[config.mk]
export PLATFORM = sky130hd
export DESIGN_NAME = rx_pause_hold
export DESIGN_NICKNAME = d
export VERILOG_FILES = /design/src/rtl/rx_pause_pkg.sv /design/src/rtl/rx_pause_class.sv /design/src/rtl/rx_pause_hold.sv
export SDC_FILE = /design/constraint.sdc
export NUM_CORES = 1
export LEC_CHECK = 0
export BUFFER_PORTS_ARGS = -buffer_cell sky130_fd_sc_hd__buf_4
export CAP_MARGIN = 20
export CORE_ASPECT_RATIO = 1.4
export CORE_UTILIZATION = 59
export CTS_BUF_LIST = sky130_fd_sc_hd__clkbuf_4
export DETAILED_ROUTE_END_ITERATION = 12
export PLACE_DENSITY = 0.74
export SLEW_MARGIN = 40
export SYNTH_ARGS = -nofsm -noshare
export SYNTH_HDL_FRONTEND = slang
export SYNTH_SLANG_ARGS = --single-unit
export TNS_END_PERCENT = 20
[constraint.sdc]
create_clock -name clk -period 3.94 [get_ports clk]
set_clock_uncertainty 0.2 [all_clocks]
set_input_delay 0.394 -clock clk [delete_from_list [all_inputs] [get_ports clk]]
set_output_delay 0.394 -clock clk [all_outputs]
set_load 0.01 [all_outputs]
[src/rtl/rx_pause_pkg.sv]
package rx_pause_pkg;
    localparam int NUM_CLASSES = 9;
    localparam int QUANTA_W    = 16;

    typedef enum logic [1:0] {
        ST_IDLE  = 2'd0,
        ST_WAIT  = 2'd1,
        ST_COUNT = 2'd2
    } pcls_state_e;

    typedef struct packed {
        pcls_state_e         state;
        logic [QUANTA_W-1:0] timer;
        logic                ack_prev;
    } pcls_reg_t;
endpackage

[src/rtl/rx_pause_class.sv]
module rx_pause_class
    import rx_pause_pkg::*;
#(
    parameter int QW = QUANTA_W
) (
    input  logic          clk,
    input  logic          rst_n,
    input  logic          hit,
    input  logic [QW-1:0] quanta,
    input  logic          en,
    input  logic          ack_check,
    input  logic          ack_in,
    input  logic          tick,
    output logic          req
);
    typedef struct packed {
        pcls_state_e   state;
        logic [QW-1:0] timer;
        logic          ack_prev;
    } cls_t;

    cls_t r_q, r_d;
    logic ack_edge;

    assign ack_edge = ack_in && !r_q.ack_prev;

    always_comb begin
        r_d          = r_q;
        r_d.ack_prev = ack_in;
        unique case (r_q.state)
            ST_IDLE: begin
                if (hit && en) begin
                    r_d.timer = quanta;
                    r_d.state = ack_check ? ST_WAIT : ST_COUNT;
                end
            end
            ST_WAIT: begin
                if (hit) r_d.timer = quanta;
                if (ack_edge) r_d.state = ST_COUNT;
            end
            ST_COUNT: begin
                if (hit) begin
                    r_d.timer = quanta;
                end else if (tick) begin
                    if (r_q.timer <= QW'(1)) begin
                        r_d.timer = '0;
                        r_d.state = ST_IDLE;
                    end else begin
                        r_d.timer = r_q.timer - QW'(1);
                    end
                end
            end
            default: r_d.state = ST_IDLE;
        endcase
    end

    always_ff @(posedge clk) begin
        if (!rst_n) begin
            r_q.state    <= ST_IDLE;
            r_q.timer    <= '0;
            r_q.ack_prev <= 1'b0;
        end else begin
            r_q <= r_d;
        end
    end

    assign req = (r_q.state != ST_IDLE);

    p_disabled_idle_r2: assert property (@(posedge clk) disable iff (!rst_n)
        (r_q.state == ST_IDLE && hit && !en) |=> !req);

    p_load_r3: assert property (@(posedge clk) disable iff (!rst_n)
        (r_q.state == ST_IDLE && hit && en) |=> (req && r_q.timer == $past(quanta)));

    p_wait_hold_r4: assert property (@(posedge clk) disable iff (!rst_n)
        (r_q.state == ST_WAIT && !(ack_in && !r_q.ack_prev)) |=> (r_q.state == ST_WAIT));

    p_no_tick_stable_r6: assert property (@(posedge clk) disable iff (!rst_n)
        (r_q.state == ST_COUNT && !tick && !hit) |=> ($stable(r_q.timer) && req));

    p_reload_r7: assert property (@(posedge clk) disable iff (!rst_n)
        (r_q.state != ST_IDLE && hit) |=> (req && r_q.timer == $past(quanta)));
endmodule

[src/rtl/rx_pause_hold.sv]
module rx_pause_hold
    import rx_pause_pkg::*;
#(
    parameter int          NCLS    = NUM_CLASSES,
    parameter int          QW      = QUANTA_W,
    parameter logic [2:0]  PORT_ID = 3'd0
) (
    input  logic            clk,
    input  logic            rst_n,
    input  logic            frm_valid,
    input  logic [3:0]      frm_class,
    input  logic [QW-1:0]   frm_quanta,
    input  logic [NCLS-1:0] class_en,
    input  logic            ack_check,
    input  logic [NCLS-1:0] ack_bus,
    input  logic [2:0]      ack_port,
    input  logic            quanta_tick,
    output logic [NCLS-1:0] req_bus,
    output logic [2:0]      req_port
);
    logic port_match;
    assign port_match = (ack_port == PORT_ID);
    assign req_port   = PORT_ID;

    for (genvar i = 0; i < NCLS; i++) begin : g_cls
        logic hit_i;
        assign hit_i = frm_valid && (frm_class == 4'(i));

        rx_pause_class #(.QW(QW)) u_cls (
            .clk       (clk),
            .rst_n     (rst_n),
            .hit       (hit_i),
            .quanta    (frm_quanta),
            .en        (class_en[i]),
            .ack_check (ack_check),
            .ack_in    (ack_bus[i] && port_match),
            .tick      (quanta_tick),
            .req       (req_bus[i])
        );
    end

    p_reset_r1: assert property (@(posedge clk) $past(!rst_n) |-> (req_bus == '0));

    p_bad_index_r3: assert property (@(posedge clk) disable iff (!rst_n)
        (frm_valid && frm_class >= 4'(NCLS) && req_bus == '0 && !quanta_tick) |=> (req_bus == '0));
endmodule

==> impl_results.md, run 1 <==
* Final slew viol count at 0
* CTS Buffer Depth at 2
* Routed vias/inst at 6.806
* Arr. time, crit path at 3.28 ns
* Post-Route WL at 32770 um
* Fillers at 1688
* Ys async rst share at 0
* Vias at 11170
* # rows at 58
* CTS clk-pin slew, worst paths at 0.15 ns
* IO Port Bufs at 54
* # clock sinks at 171
* Core area at 0.01800 mm2
* H-tree levels at 4
* Ys flop type: dfxtp_1
* Met3 Usage GRT at 0.05247
* GRT Max-Usage Layer: met2
* Antenna Nets Post-Route at 0
* Area grow syn2layout at 6.683%
* First-pass GRT wire length at 51240 um
* Gpl congestion at 0.9159
* Number of synthesized register bits at 171
* Final Setup Violations at 0
* Crit path from: g_cls[0].u_cls.r_q[5]$_SDFFE_PN0P_
* TritonCTS Buffers at 17
* Worst setup EP type: flop
* Worst-path maximum fanout at 19
* Final hold vios at 0
* Worst min path class: in -> reg
* Final nets at 1453
* DRC at 0
* Biggest regs: g_cls.u_cls.r_q x171
* Pwr/cell area at 274.0 mW/mm2
* Fin util at 0.6436
* Grt met1 use at 0.4586
* Wirelength per Cell at 19.97 um
* Largest net degree at the start of global routing at 97
* Met2 usage at 0.5516
* DIE HEIGHT at 162.5 um
* Crit path kind: reg -> reg
* Initial Util at 0.6033
* RSZ-0062 raised after global routing: false
* Power, Total at 3.173 mW
* Post-DP HPWL at 21130 um
* Maxcap violations at 0
* Required time worst endpoint at 4.20 ns
* Worst Min Path Start: class_en[3]
* Final instance area at 0.01158 mm2
* Max_slew headroom at 0.5030
* Grt total ovfl at 0
* Clock latency on the worst-skew pair at 0.57 ns
* Mapped Cells at 1411
* Mean area per synthesized cell at 7.695 um2
* Post-Syn Area at 0.01086 mm2
* Largest register FFs at 171
* Post-CTS setup buffers at 0
* EDFF count, synth at 0
* Least-Margin Pin Slew at 0.7387 ns
* CTS tree: yes
* Placed inst area at 0.01123 mm2
* Final Cycle Share at 0.7654
* GRT Overall Usage at 0.3460
* Starting DRC count in detailed routing at 1344
* Critical R2R Launch: g_cls[0].u_cls.r_q[5]$_SDFFE_PN0P_
* Clock period minus worst slack at 3.016 ns
* Top reg by flops: g_cls.u_cls.r_q
* Most frequent cells in the layout: dfxtp_1 (171), o21ai_0 (163), nand2_1 (147)
* Commonest non-fill, non-tap cell in the layout: dfxtp_1
* Layout cells sized above 1 at 0.1107
* Synth warn at 0
* Worst vdd ir at 224.4 uV
* Seq/Total Area, Yosys at 0.3153
* Sum Neg Setup Slack at 0 ns
* Fmax achieved at 0.3316 GHz
* Outcome: finished, final reports clean
* Vias in the first global route at 9918
* Antenna violations before repair at 1
* CP startpoint kind: flop
* Num ports at 58
* Netlist cell types at 67
* CTS root buf: clkbuf_4
* P_leak at 4.797 nW
* First-pass iteration count of the detailed router at 5
* Die area at 0.01896 mm2
* Die width at 116.7 um
-- Yosys cell counts (17+ instances only) --
| master | count | area share |
|---|---|---|
| a21oi_1 | 50 | 0.023 |
| a2bb2oi_1 | 19 | 0.015 |
| a32o_1 | 97 | 0.089 |
| clkbuf_1 | 110 | 0.038 |
| dfxtp_1 | 171 | 0.32 |
| ha_1 | 18 | 0.021 |
| inv_1 | 38 | 0.013 |
| nand2_1 | 147 | 0.051 |
| nand3_1 | 19 | 0.0088 |
| nor2_1 | 103 | 0.036 |
| nor3_1 | 61 | 0.028 |
| nor4_1 | 47 | 0.027 |
| o21ai_0 | 165 | 0.076 |
| o31ai_1 | 30 | 0.021 |
| o41ai_1 | 17 | 0.014 |
| or2_2 | 25 | 0.014 |
| or4_1 | 29 | 0.020 |
-- final timing paths --
check | end | slack [ns] | cells after the start
worst max-delay path | g_cls[0].u_cls.r_q[12]$_SDFFE_PN0P_ | 0.92 | 5
worst min-delay path | g_cls[3].u_cls.r_q[17]$_SDFFE_PN0P_ | 0.04 | 5
worst max register to register | g_cls[0].u_cls.r_q[12]$_SDFFE_PN0P_ | 0.92 | 5
worst min register to register | g_cls[5].u_cls.r_q[14]$_SDFFE_PN0P_ | 0.28 | 2
-- logic make-up (layout without fill, tap and decap cells) --
logic type | count (synthesis) | in the layout | synth area share
simple gates | 532 | 532 | 0.2516
xor+xnor | 20 | 20 | 0.01613
other cells | 1 | 4 | 0.0003454
flops | 171 | 171 | 0.3153
mux | 2 | 2 | 0.001844
buf+inv | 167 | 154 | 0.06269
compound gates | 500 | 500 | 0.3314
fa+ha+maj | 18 | 18 | 0.02074
-- power breakdown --
part / leakage (nW) / internal [mW] / switching, mW
sequential: 1.38 / 1.75 / 0.0184
combinational: 3.29 / 0.175 / 0.299
clock: 0.131 / 0.318 / 0.618
-- per-layer routing --
| layer | part of all wire | wire (um) |
|---|---|---|
| met5 | 0 | 0 |
| met4 | 0.037 | 1221 |
| met2 | 0.47 | 15350 |
| met1 | 0.42 | 13670 |
| met3 | 0.077 | 2539 |
-- per-stage QoR --
| stage | hold WS (ns) | setup WS, ns | std cells |
|---|---|---|---|
| finish | 0.04493 | 0.9245 | 1641 |
| CTS | 0.0001770 | 0.8952 | 1640 |
| global route | 0.01984 | 0.7869 | 1641 |
| global placement | 0.2594 | 1.003 | 1600 |
| floorplan | 0.2392 | 1.297 | 1413 |
| detailed placement | 0.2640 | 0.9255 | 1600 |
-- what timing repair did --
action | 4_1_cts | 5_1_grt
resized for setup | 0 | 0
hold buffers | 10 | 0
hold endpoints to repair | 12 | 0
-- critical path: stages, from the launching register on --
cell and delay (ns):
dfxtp_1 0.39, or4_1 0.58, or4_1 0.62, o21bai_2 0.62
o21ai_0 0.20, a32o_1 0.29
-- cell type report --
type	count	area [um2]	area share
multi-input cells	1075	6803	0.5873
flip-flops and latches	171	3423	0.2955
repair buffers	86	683.2	0.05898
well taps	240	300.3	0.02592
clock buffers	20	150.1	0.01296
inverters	38	142.6	0.01231
clock inverters	10	78.83	0.006805
diodes	1	2.502	0.0002160
(Power assumes the default switching activity.)
==> run 2: changes to the inputs <==
- clock period: 3.94 -> 3 ns (I/O delays scaled with it)
==> run 2 against run 1 <==
Effect of this change: sequential share of layout area down 1.2 points; combinational power up 42%; worst setup slack worse by 0.77 ns; clock-buffer cell count down 2; worst hold slack better by 0.013 ns; register-to-register slack worse by 0.77 ns; maximum frequency up 6.0%; critical endpoint is now g_cls[2].u_cls.r_q[16]$_SDFFE_PN0P_.
==> impl_results.md, run 2 (synthesized netlist as in run 1, its figures left out) <==
* Outcome: finished, final reports clean
* IO Port Bufs at 54
* Final hold vios at 0
* First-pass iteration count of the detailed router at 6
* # rows at 58
* DRC at 0
* Die area at 0.01896 mm2
* Worst vdd ir at 239.6 uV
* Clock power share at 0.306
* P_leak at 5.049 nW
* Worst path cell trace: or4_1, or4_1, or4b_4, o41ai_2, a32o_1
* Maxcap violations at 0
* Crit path largest cell delay at 0.64 ns
* Vias in the first global route at 10460
* Starting DRC count in detailed routing at 1227
* Sum Neg Setup Slack at 0 ns
* Final instance area at 0.01209 mm2
* Reg2reg setup slack at 0.15 ns
* Worst setup EP type: flop
* Largest net degree at the start of global routing at 124
* Gpl congestion at 0.8968
* CTS tree: yes
* Required time worst endpoint at 3.36 ns
* Placed inst area at 0.01145 mm2
* Layout cells sized above 1 at 0.1261
* Pwr/cell area at 356.4 mW/mm2
* Vias at 11590
* Fin util at 0.6715
* Worst-path maximum fanout at 7
* Arr. time, crit path at 3.20 ns
* Die width at 116.7 um
* Final Cycle Share at 0.9484
* Clock period minus worst slack at 2.845 ns
* Most frequent cells in the layout: dfxtp_1 (171), o21ai_0 (163), nand2_1 (147)
* Post-CTS setup buffers at 0
* DIE HEIGHT at 162.5 um
* Core area at 0.01800 mm2
* Met3 Wirelength at 2999 um
* CTS root buf: clkbuf_4
* Final slew viol count at 0
* Largest register FFs at 171
* Top reg by flops: g_cls.u_cls.r_q
* H-tree levels at 4
* Routed vias/inst at 6.803
* Met1 wire length at 13470 um
* Initial Util at 0.6033
* Crit path kind: reg -> reg
* CP dominant cell by count: or4_1
* WL met2 at 16260 um
* CP startpoint kind: flop
* Switching share of power at 0.3091
* CTS Buffer Depth at 2
* Final nets at 1510
* Wirelength per Cell at 20.02 um
* Sequential share of power at 0.538
* Final Setup Violations at 0
* # clock sinks at 171
* Clock latency on the worst-skew pair at 0.60 ns
* Sw Pwr at 1.331 mW
* Smallest hold slack at 0.05809 ns
* Num ports at 58
* Power, Total at 4.308 mW
* Worst min path class: in -> reg
* Grt total ovfl at 0
* First-pass GRT wire length at 53540 um
* Least-Margin Pin Slew at 0.8261 ns
* RSZ-0062 raised after global routing: false
* Post-DP HPWL at 21720 um
* Max_slew headroom at 0.4493
* Final worst slack at 0.1547 ns
* Max layer used: met4
* Fmax achieved at 0.3515 GHz
* Cell count after placement at 1630
* Area grow syn2layout at 11.30%
* Biggest regs: g_cls.u_cls.r_q x171
* Power share of the combinational group at 0.156
* CTS clk-pin slew, worst paths at 0.16 ns
* TritonCTS Buffers at 17
* Antenna violations before repair at 1
* Internal Dissipation at 2.976 mW
* Slowest CP cell: or4_1
* GRT Overall Usage at 0.3624
* Antenna Nets Post-Route at 0
* Dpl ws at 0.1963 ns
* Commonest non-fill, non-tap cell in the layout: dfxtp_1
* Post-Layout Cell Count at 1703
* Fillers at 1644
* Post-Route WL at 34100 um
[run 2: changes by cell type in the layout (fill, tap and decap cells not counted), sizes merged]
| cell | delta |
|---|---|
| buf | +30 |
| dlygate4sd3 | +27 |
| clkinvlp | +5 |
| clkinv | -3 |
| diode | +3 |
| clkbuf | -2 |
| inv | +2 |
[run 2: repair_timing]
item | CTS | global route
gates resized for setup | 0 | 0
hold endpoints to repair | 118 | 0
hold buffers | 37 | 0
[run 2: path summary, 6_finish.rpt]
check                                            from                                   to  cells after the start
hold reg to reg   g_cls[5].u_cls.r_q[14]$_SDFFE_PN0P_  g_cls[5].u_cls.r_q[14]$_SDFFE_PN0P_                      2
hold / removal                            ack_port[2]     g_cls[0].u_cls.r_q[0]$_SDFF_PN0_                      4
setup reg to reg   g_cls[2].u_cls.r_q[7]$_SDFFE_PN0P_  g_cls[2].u_cls.r_q[16]$_SDFFE_PN0P_                      5
setup / recovery   g_cls[2].u_cls.r_q[7]$_SDFFE_PN0P_  g_cls[2].u_cls.r_q[16]$_SDFFE_PN0P_                      5
[run 2: final cells by class]
| cell class | instances | area [um2] | area share |
|---|---|---|---|
| Clock inverter | 14 | 123.9 | 0.01025 |
| Multi-Input combinational cell | 1075 | 6771 | 0.5603 |
| Clock buffer | 18 | 135.1 | 0.01118 |
| Antenna cell | 4 | 10.01 | 0.0008282 |
| Timing Repair Buffer | 143 | 1179 | 0.09753 |
| Tap cell | 240 | 300.3 | 0.02485 |
| Sequential cell | 171 | 3423 | 0.2833 |
| Inverter | 38 | 142.6 | 0.01180 |
[run 2: worst max-delay path: cells and delay by family (launching register included)]
| family | cells | cell delay [ns] |
|---|---|---|
| AO/OA/AOI/OAI | 2 | 0.39 |
| flip-flops | 1 | 0.39 |
| AND/OR/NAND/NOR | 3 | 1.82 |
[run 2: power groups by stage]
stage	registers, mW	logic (mW)	clock network, mW
after CTS	2.32	0.656	1.33
after global routing	2.32	0.727	1.44
after detailed placement	2.37	0.615	0
after global placement	2.36	0.606	0
final	2.32	0.672	1.32
after floorplan	2.36	0.408	0
[run 2: per-layer routing]
layer | GRT usage | vias up
met1 | 0.4512 | 5520
li1 | - | 5463
met4 | 0.1692 | 0
met5 | 0 | -
met3 | 0.06773 | 92
met2 | 0.5987 | 511
